--- src/rtl/fir_decim_pkg.sv ---
// Package: shared constants and the response-shape encoding for the
// decimating FIR engine. Assumes 2-bit mode codes fixed by the control word.
package fir_decim_pkg;
    typedef enum logic [1:0] {
        SHAPE_ODD  = 2'b00,
        SHAPE_EVEN = 2'b01,
        SHAPE_HALF = 2'b10,
        SHAPE_ARB  = 2'b11
    } fir_shape_e;

    localparam int DEF_DATA_W     = 16;
    localparam int DEF_COEF_W     = 16;
    localparam int DEF_COEF_DEPTH = 64;
    localparam int DEF_TAP_MAX    = 62;
    localparam int DEF_FRAC       = 15;
endpackage

--- src/rtl/fir_coef_ram.sv ---
// Coefficient store: single write port, asynchronous read port.
// Assumes DEPTH is a power of two so the address wraps naturally.
module fir_coef_ram #(
    parameter int DEPTH = 64,
    parameter int W     = 16,
    localparam int AW   = $clog2(DEPTH)
) (
    input  logic          clk,
    input  logic          we,
    input  logic [AW-1:0] waddr,
    input  logic [W-1:0]  wdata,
    input  logic [AW-1:0] raddr,
    output logic [W-1:0]  rdata
);
    logic [W-1:0] mem [DEPTH];

    // Store a coefficient word on a write strobe.
    always_ff @(posedge clk) begin
        if (we) mem[waddr] <= wdata;
    end

    // Combinational read of the coefficient addressed this cycle.
    always_comb rdata = mem[raddr];
endmodule

--- src/rtl/fir_sample_ring.sv ---
// Circular sample store. Every strobe writes at wr_ptr and advances it.
// Two read ports return the sample of a given age relative to a head index
// (age 0 = sample stored at head). Ages at or beyond DEPTH are out of
// contract. Reset clears the contents so early passes see zeros.
module fir_sample_ring #(
    parameter int DEPTH = 62,
    parameter int W     = 16,
    parameter int AGE_W = 8,
    localparam int PW   = $clog2(DEPTH),
    localparam int IW   = (AGE_W > PW ? AGE_W : PW) + 1
) (
    input  logic             clk,
    input  logic             rst_n,
    input  logic             wr_en,
    input  logic [W-1:0]     wr_data,
    output logic [PW-1:0]    wr_ptr,
    input  logic [PW-1:0]    head,
    input  logic [AGE_W-1:0] age [2],
    output logic [W-1:0]     rd_data [2]
);
    logic [W-1:0] mem [DEPTH];

    // Write the incoming sample and advance the pointer with wrap.
    always_ff @(posedge clk) begin
        if (!rst_n) begin
            wr_ptr <= '0;
            for (int i = 0; i < DEPTH; i++) mem[i] <= '0;
        end else if (wr_en) begin
            mem[wr_ptr] <= wr_data;
            wr_ptr      <= (wr_ptr == PW'(DEPTH - 1)) ? '0 : wr_ptr + 1'b1;
        end
    end

    for (genvar p = 0; p < 2; p++) begin : g_port
        logic [IW-1:0] h_ext, a_ext, idx;
        // Convert an age into a slot index modulo DEPTH and read it.
        always_comb begin
            h_ext = IW'(head);
            a_ext = IW'(age[p]);
            idx   = (h_ext >= a_ext) ? h_ext - a_ext : h_ext + IW'(DEPTH) - a_ext;
            rd_data[p] = (idx < IW'(DEPTH)) ? mem[idx[PW-1:0]] : '0;
        end
    end
endmodule

--- src/rtl/fir_tap_sequencer.sv ---
// Maps a pass step k and the unique-coefficient count n onto the ages of the
// one or two samples that share coefficient k, per response shape.
// Assumes n >= 1 and a realised length no larger than the sample store.
module fir_tap_sequencer
    import fir_decim_pkg::*;
#(
    parameter int CNT_W = 6,
    localparam int AGE_W = CNT_W + 2
) (
    input  fir_shape_e       shape,
    input  logic [CNT_W-1:0] k,
    input  logic [CNT_W-1:0] n,
    output logic [AGE_W-1:0] age_a,
    output logic [AGE_W-1:0] age_b,
    output logic             pair_en
);
    logic [AGE_W-1:0] kk, nn;

    // Choose the sample ages for step k of the selected shape.
    always_comb begin
        kk = AGE_W'(k);
        nn = AGE_W'(n);
        age_a   = kk;
        age_b   = '0;
        pair_en = 1'b0;
        unique case (shape)
            SHAPE_ODD: begin
                age_b   = (nn << 1) - AGE_W'(2) - kk;
                pair_en = (kk != nn - AGE_W'(1));
            end
            SHAPE_EVEN: begin
                age_b   = (nn << 1) - AGE_W'(1) - kk;
                pair_en = 1'b1;
            end
            SHAPE_HALF: begin
                age_a   = kk << 1;
                age_b   = (nn << 2) - AGE_W'(4) - (kk << 1);
                pair_en = (kk != nn - AGE_W'(1));
            end
            SHAPE_ARB: begin
                pair_en = 1'b0;
            end
        endcase
    end
endmodule

--- src/rtl/fir_decim_engine.sv ---
// Top: decimate-by-two FIR engine with folded symmetric addressing.
// Every second accepted sample starts a pass of NCOEFF steps. Each step reads
// one coefficient and one or two samples, and the samples are pre-added
// before a registered multiply. A final stage rounds, shifts and saturates.
// Assumes the caller spaces pairs at least NCOEFF+1 cycles apart. A closer
// pair raises the sticky overrun flag and starts no pass.
module fir_decim_engine
    import fir_decim_pkg::*;
#(
    parameter int DATA_W     = DEF_DATA_W,
    parameter int COEF_W     = DEF_COEF_W,
    parameter int COEF_DEPTH = DEF_COEF_DEPTH,
    parameter int TAP_MAX    = DEF_TAP_MAX,
    parameter int FRAC       = DEF_FRAC,
    localparam int CADDR_W   = $clog2(COEF_DEPTH),
    localparam int CNT_W     = CADDR_W,
    localparam int SADDR_W   = $clog2(TAP_MAX)
) (
    input  logic               clk,
    input  logic               rst_n,
    input  logic               coef_we,
    input  logic [CADDR_W-1:0] coef_waddr,
    input  logic [COEF_W-1:0]  coef_wdata,
    input  logic [CADDR_W-1:0] cfg_base,
    input  logic [CNT_W-1:0]   cfg_ncoef,
    input  logic [1:0]         cfg_mode,
    input  logic               in_valid,
    input  logic [DATA_W-1:0]  in_data,
    output logic               out_valid,
    output logic [DATA_W-1:0]  out_data,
    output logic               overrun
);
    localparam int AGE_W  = CNT_W + 2;
    localparam int PRE_W  = DATA_W + 1;
    localparam int PROD_W = PRE_W + COEF_W;
    localparam int ACC_W  = PROD_W + $clog2(TAP_MAX);
    localparam logic signed [ACC_W-1:0] RND_HALF = ACC_W'(1) << (FRAC - 1);
    localparam logic signed [ACC_W-1:0] SAT_MAX  = (ACC_W'(1) << (DATA_W - 1)) - ACC_W'(1);
    localparam logic signed [ACC_W-1:0] SAT_MIN  = -(ACC_W'(1) << (DATA_W - 1));

    logic               phase_q, busy_q;
    logic [CNT_W-1:0]   k_q, n_q;
    logic [CADDR_W-1:0] base_q;
    fir_shape_e         mode_q;
    logic [SADDR_W-1:0] head_q, wr_ptr;
    logic               pair_done, pass_start, last_step;

    assign pair_done  = in_valid & phase_q;
    assign pass_start = pair_done & ~busy_q;
    assign last_step  = ({1'b0, k_q} + (CNT_W + 1)'(1)) >= {1'b0, n_q};

    // Track which sample of the current pair is arriving.
    always_ff @(posedge clk) begin
        if (!rst_n)        phase_q <= 1'b0;
        else if (in_valid) phase_q <= ~phase_q;
    end

    // Raise the sticky flag when a pair completes during a busy pass.
    always_ff @(posedge clk) begin
        if (!rst_n)                   overrun <= 1'b0;
        else if (pair_done && busy_q) overrun <= 1'b1;
    end

    // Start a pass, capture the configuration and step through the coefficients.
    always_ff @(posedge clk) begin
        if (!rst_n) begin
            busy_q <= 1'b0;
            k_q    <= '0;
            n_q    <= '0;
            base_q <= '0;
            mode_q <= SHAPE_ODD;
            head_q <= '0;
        end else if (pass_start) begin
            busy_q <= 1'b1;
            k_q    <= '0;
            n_q    <= cfg_ncoef;
            base_q <= cfg_base;
            mode_q <= fir_shape_e'(cfg_mode);
            head_q <= wr_ptr;
        end else if (busy_q) begin
            k_q <= k_q + 1'b1;
            if (last_step) busy_q <= 1'b0;
        end
    end

    logic [AGE_W-1:0]  age_a, age_b;
    logic              pair_en;
    logic [AGE_W-1:0]  ages [2];
    logic [DATA_W-1:0] samp [2];
    logic [COEF_W-1:0] coef_rd;

    fir_tap_sequencer #(.CNT_W(CNT_W)) u_seq (
        .shape(mode_q), .k(k_q), .n(n_q),
        .age_a(age_a), .age_b(age_b), .pair_en(pair_en)
    );

    assign ages[0] = age_a;
    assign ages[1] = age_b;

    fir_sample_ring #(.DEPTH(TAP_MAX), .W(DATA_W), .AGE_W(AGE_W)) u_ring (
        .clk(clk), .rst_n(rst_n), .wr_en(in_valid), .wr_data(in_data),
        .wr_ptr(wr_ptr), .head(head_q), .age(ages), .rd_data(samp)
    );

    fir_coef_ram #(.DEPTH(COEF_DEPTH), .W(COEF_W)) u_coef (
        .clk(clk), .we(coef_we), .waddr(coef_waddr), .wdata(coef_wdata),
        .raddr(base_q + CADDR_W'(k_q)), .rdata(coef_rd)
    );

    logic signed [PRE_W-1:0]  pre_sum;
    logic signed [PRE_W-1:0]  st_pre;
    logic signed [COEF_W-1:0] st_coef;
    logic                     st_vld, st_first, st_last;

    // Fold the symmetric pair into one operand ahead of the multiplier.
    always_comb begin
        pre_sum = PRE_W'($signed(samp[0]));
        if (pair_en) pre_sum = pre_sum + PRE_W'($signed(samp[1]));
    end

    // Register the operands of one step for the multiply-accumulate stage.
    always_ff @(posedge clk) begin
        if (!rst_n) begin
            st_vld   <= 1'b0;
            st_first <= 1'b0;
            st_last  <= 1'b0;
            st_pre   <= '0;
            st_coef  <= '0;
        end else begin
            st_vld   <= busy_q;
            st_first <= busy_q && (k_q == '0);
            st_last  <= busy_q && last_step;
            st_pre   <= pre_sum;
            st_coef  <= $signed(coef_rd);
        end
    end

    logic signed [PROD_W-1:0] prod;
    logic signed [ACC_W-1:0]  acc_q, acc_next, rnd;

    // Form the product, accumulate it and round the running sum.
    always_comb begin
        prod     = st_pre * st_coef;
        acc_next = (st_first ? '0 : acc_q) + ACC_W'(prod);
        rnd      = (acc_next + RND_HALF) >>> FRAC;
    end

    // Hold the running sum and publish the saturated result at the last step.
    always_ff @(posedge clk) begin
        if (!rst_n) begin
            acc_q     <= '0;
            out_valid <= 1'b0;
            out_data  <= '0;
        end else begin
            out_valid <= st_vld && st_last;
            if (st_vld) acc_q <= acc_next;
            if (st_vld && st_last) begin
                if (rnd > SAT_MAX)      out_data <= SAT_MAX[DATA_W-1:0];
                else if (rnd < SAT_MIN) out_data <= SAT_MIN[DATA_W-1:0];
                else                    out_data <= rnd[DATA_W-1:0];
            end
        end
    end
endmodule

--- config.mk ---
export PLATFORM = sky130hd
export DESIGN_NAME = fir_decim_engine
export DESIGN_NICKNAME = d
export VERILOG_FILES = /design/src/rtl/fir_decim_pkg.sv /design/src/rtl/fir_coef_ram.sv /design/src/rtl/fir_sample_ring.sv /design/src/rtl/fir_tap_sequencer.sv /design/src/rtl/fir_decim_engine.sv
export SDC_FILE = /design/constraint.sdc
export NUM_CORES = 2
export LEC_CHECK = 0
export ABC_CLOCK_PERIOD_IN_PS = 10280
export BUFFER_PORTS_ARGS = -buffer_cell sky130_fd_sc_hd__buf_2
export CORE_MARGIN = 2
export CORE_UTILIZATION = 30
export DETAILED_ROUTE_END_ITERATION = 10
export GPL_ROUTABILITY_DRIVEN = 0
export PLACE_DENSITY_LB_ADDON = 0.15
export SYNTH_ARGS = -nofsm -noshare
export SYNTH_HDL_FRONTEND = slang
export SYNTH_SLANG_ARGS = --single-unit
--- constraint.sdc ---
create_clock -name clk -period 10.28 [get_ports clk]
set_input_delay 2.056 -clock clk [delete_from_list [all_inputs] [get_ports clk]]
set_output_delay 2.056 -clock clk [all_outputs]
set_load 0.005 [all_outputs]
==> summary.txt <==
Run status
  – Status: completed

Power and ir drop
  – Combinational share of power: a little under half
  – Clk pwr share: around 25%
  – Tot Pwr: 36,900 uW
  – Reg power frac: around 28%
  – Switch share: 41.6%
  – Net Sw Power: 15,300 uW
  – P_leak: 0.0470 uW
  – PwrDens: roughly 280 nW/um2
  – Peak VDD IR: 0.451 mV
  – Pint: ~22,000 uW

Worst setup path
  – CP required: 11.02 ns
  – Crit path arrival time: 10.60 ns
  – CP most frequent cell: fa_1
  – Slowest CP cell: fa_1
  – Critical Path Fanout Max: 10
  – Critical path endpoint category: register
  – CP startpoint kind: register
  – Critical Path Max Stage Delay: 0.55 ns
  – Type of the worst setup path: reg2reg

Floorplan
  – Num rows: 227
  – Initial Util: 30.2%
  – Die Wd: 624 um
  – Core area: 383,000 um2
  – Die H: 624 um
  – # IOs: 74
  – Die ar.: 390,000 um2

Clocking
  – Clock sink count: between 2,000 and 2,500
  – Hold Buf Count CTS: 0
  – CTS Root Cell: clkbuf_16
  – Worst skew pair latency: 0.93 ns
  – CTS buffer count: approximately 270
  – Clk buf depth: 4
  – H-Tree Depth: 5
  – Clock transition at path regs: ~0.060 ns
  – Clock tree from TritonCTS: built

STA
  – Slew @ Worst Pin: 1.28 ns
  – Clock Skews: approximately 0.085 ns
  – Fin Setup TNS: 0 ns
  – Setup-failing EPs final: 0
  – Final period util: 95.9%
  – Rel. slew slack: 14.7%
  – Final hold slack: 0.474 ns
  – Pins Over Slew Limit: 0
  – Fmax: 101 MHz
  – Hold Fails Final Rpt: 0
  – Min cycle time layout: ~9.9 ns

Yosys
  – Yosys top cell area share: 53.2%
  – Mapped Nets: approximately 8,900
  – Number of synthesized flops with an enable pin: 2,048
  – Top post-synthesis cells by area: edfxtp_1 53%, mux4_2 14%, and2_1 6.2%
  – Mux share of post-synthesis cell area: between 10% and 20%
  – Syn Inst Count: 8,394
  – Synth Area in Compound Gates: 4.86%
  – Synth Register Bits: 2,175
  – Asr flop ratio synth: 0%
  – Count of different cell masters after synthesis: 111
  – Area of the mapped netlist: 115,000 um2
  – Synth Area per Inst: approximately 14 um2
  – Yosys warns: 0
  – XOR/XNOR share of the synthesized area: 1.10%
  – Main combinational cell family by area after synthesis: multiplexers
  – Synth area leader: edfxtp_1
  – Post-synth top flop: edfxtp_1
  – Post-synthesis sequential area ratio: 55.4%
  – Adder-cell share of the synthesized area: 7.06%
  – Synth Area in Simple Gates: 13.2%

Finish
  – Share of cells above drive strength 1: approximately a fifth
  – Commonest non-fill, non-tap cell in the layout: edfxtp_1
  – Post-layout instance area: 132,000 um2
  – Synth-to-Final Area Change: 14.7%
  – Most frequent cells in the layout: 2,048 x edfxtp_1, 1,146 x and2_1, 960 x nand2_1
  – Final #Nets: 9,092

Drt
  – Routed via count: approximately 73,000
  – Post-route ant nets: 0
  – Post-route DRC: 0
  – Vias per std cell: 5.29
  – DRT Wirelength: 415,000 um
  – DR iter-0 viols: between 8,000 and 9,000
  – WL/cell: approximately 30 um
  – DR pass1 iterations: 6

Placement
  – Number of port buffers: 73
  – Placed cell area: 124,000 um2
  – DP Wirelength: 281,000 um

Global routing
  – Overall Global Routing Usage: between 20% and 30%
  – Largest net degree at the start of global routing: 87
  – Initial antenna violation count: 23
  – First-pass GRT wire length: 583,000 um
  – Number of global-route vias before repair: 73,324
  – Overflow after GRT: 0

Flow run
  – MaxCap Viol Count: 0

Hold path
  – Worst min-delay path class: reg2reg
==> worst max-delay path, delay by kind of cell (launching register included) <==
| kind | cells | cell delay, ns |
|---|---|---|
| AND/OR/NAND/NOR | 6 | 1.56 |
| AO/OA/AOI/OAI | 15 | 3.22 |
| buffers and inverters | 2 | 0.26 |
| XOR/XNOR | 1 | 0.16 |
| multiplexers | 2 | 0.37 |
| flip-flops | 1 | 0.43 |
| adder cells (fa/ha/maj) | 8 | 3.66 |
==> synth_stat cells (59+ instances only) <==
library cell	n
o22ai_1	59
nand2_1	961
and2_1	1146
xnor2_1	98
nor2b_1	67
a311oi_1	59
dfxtp_1	127
buf_1	62
nand3_1	228
fa_1	285
mux4_2	702
buf_2	86
o21ai_0	164
nor2_1	307
a21oi_1	178
edfxtp_1	2048
clkbuf_1	418
ha_1	196
mux2i_1	129
inv_1	388
==> layer usage <==
| layer | routed length, um | part of all wire, % | track usage [%] | up-vias |
|---|---|---|---|---|
| li1 | - | - | - | 31340 |
| met1 | 180000 | 43 | 28.7 | 38479 |
| met2 | 196000 | 47 | 34.0 | 2637 |
| met3 | 24400 | 5.9 | 2.90 | 607 |
| met4 | 15000 | 3.6 | 6.82 | 4 |
| met5 | 25 | 0.0060 | 0 | - |
==> timing repair <==
item | in CTS | in global routing
setup endpoints to repair | 0 | 17
setup buffers | 0 | 3
gates resized for setup | 0 | 40
==> flip-flops by register name, summed over array words and instances, names as in the netlist <==
name           flops
acc_q             39
base_q             6
busy_q             1
head_q             6
k_q                6
mode_q             2
n_q                6
out_data          16
out_valid          1
overrun            1
phase_q            1
st_coef           16
st_first           1
st_last            1
st_pre            17
st_vld             1
u_coef.mem      1024
u_ring.mem      1024
u_ring.wr_ptr      6
==> path summary, 6_finish.rpt <==
path,cells past startpoint,from,endpoint,slack (ns)
worst min register to register,2,out_data[10],out_data[10],0.47
worst max register to register,34,st_coef[1],out_data[2],0.42
worst min-delay path,2,out_data[10],out_data[10],0.47
worst max-delay path,34,st_coef[1],out_data[2],0.42
==> layout make-up <==
class                   instances  area [um2]
diodes                         10        25.0
clock buffers                 332        7060
clock inverters               148        1420
fillers                     36985      250000
inverters                     389        1460
multi-input cells            5234       48400
flip-flops and latches       2175       64100
well taps                    5038        6300
repair buffers                487        3790
==> power by group through the flow <==
stage,Clock (uW),Sequential (uW),Combinational (uW)
global route,9840,10200,18800
global placement,0,10300,16800
detailed placement,0,10400,16800
finish,9330,10200,17400
floorplan,0,10200,11200
CTS,9520,10200,16900
==> through the flow <==
stage | instances | setup slack (ns) | utilization, %
2_1_floorplan | 8394 | 1.07 | -
3_3_place_gp | 13318 | 0.267 | 32.3
3_5_place_dp | 13318 | 0.177 | 32.3
4_1_cts | 13798 | 0.0599 | 34.6
5_1_grt | 13804 | -0.00403 | 34.6
6_report | 13813 | 0.416 | 34.6
==> kinds of logic (layout without fill, tap and decap cells) <==
| family | Yosys count | in the layout |
|---|---|---|
| AO/OA/AOI/OAI | 810 | 811 |
| XOR/XNOR | 143 | 143 |
| adder cells (fa/ha/maj) | 481 | 481 |
| buffers and inverters | 987 | 1356 |
| flip-flops | 2175 | 2175 |
| multiplexers | 843 | 843 |
| other | 0 | 10 |
| AND/OR/NAND/NOR | 2955 | 2956 |
Note: power is estimated with default switching activity, not from simulation.
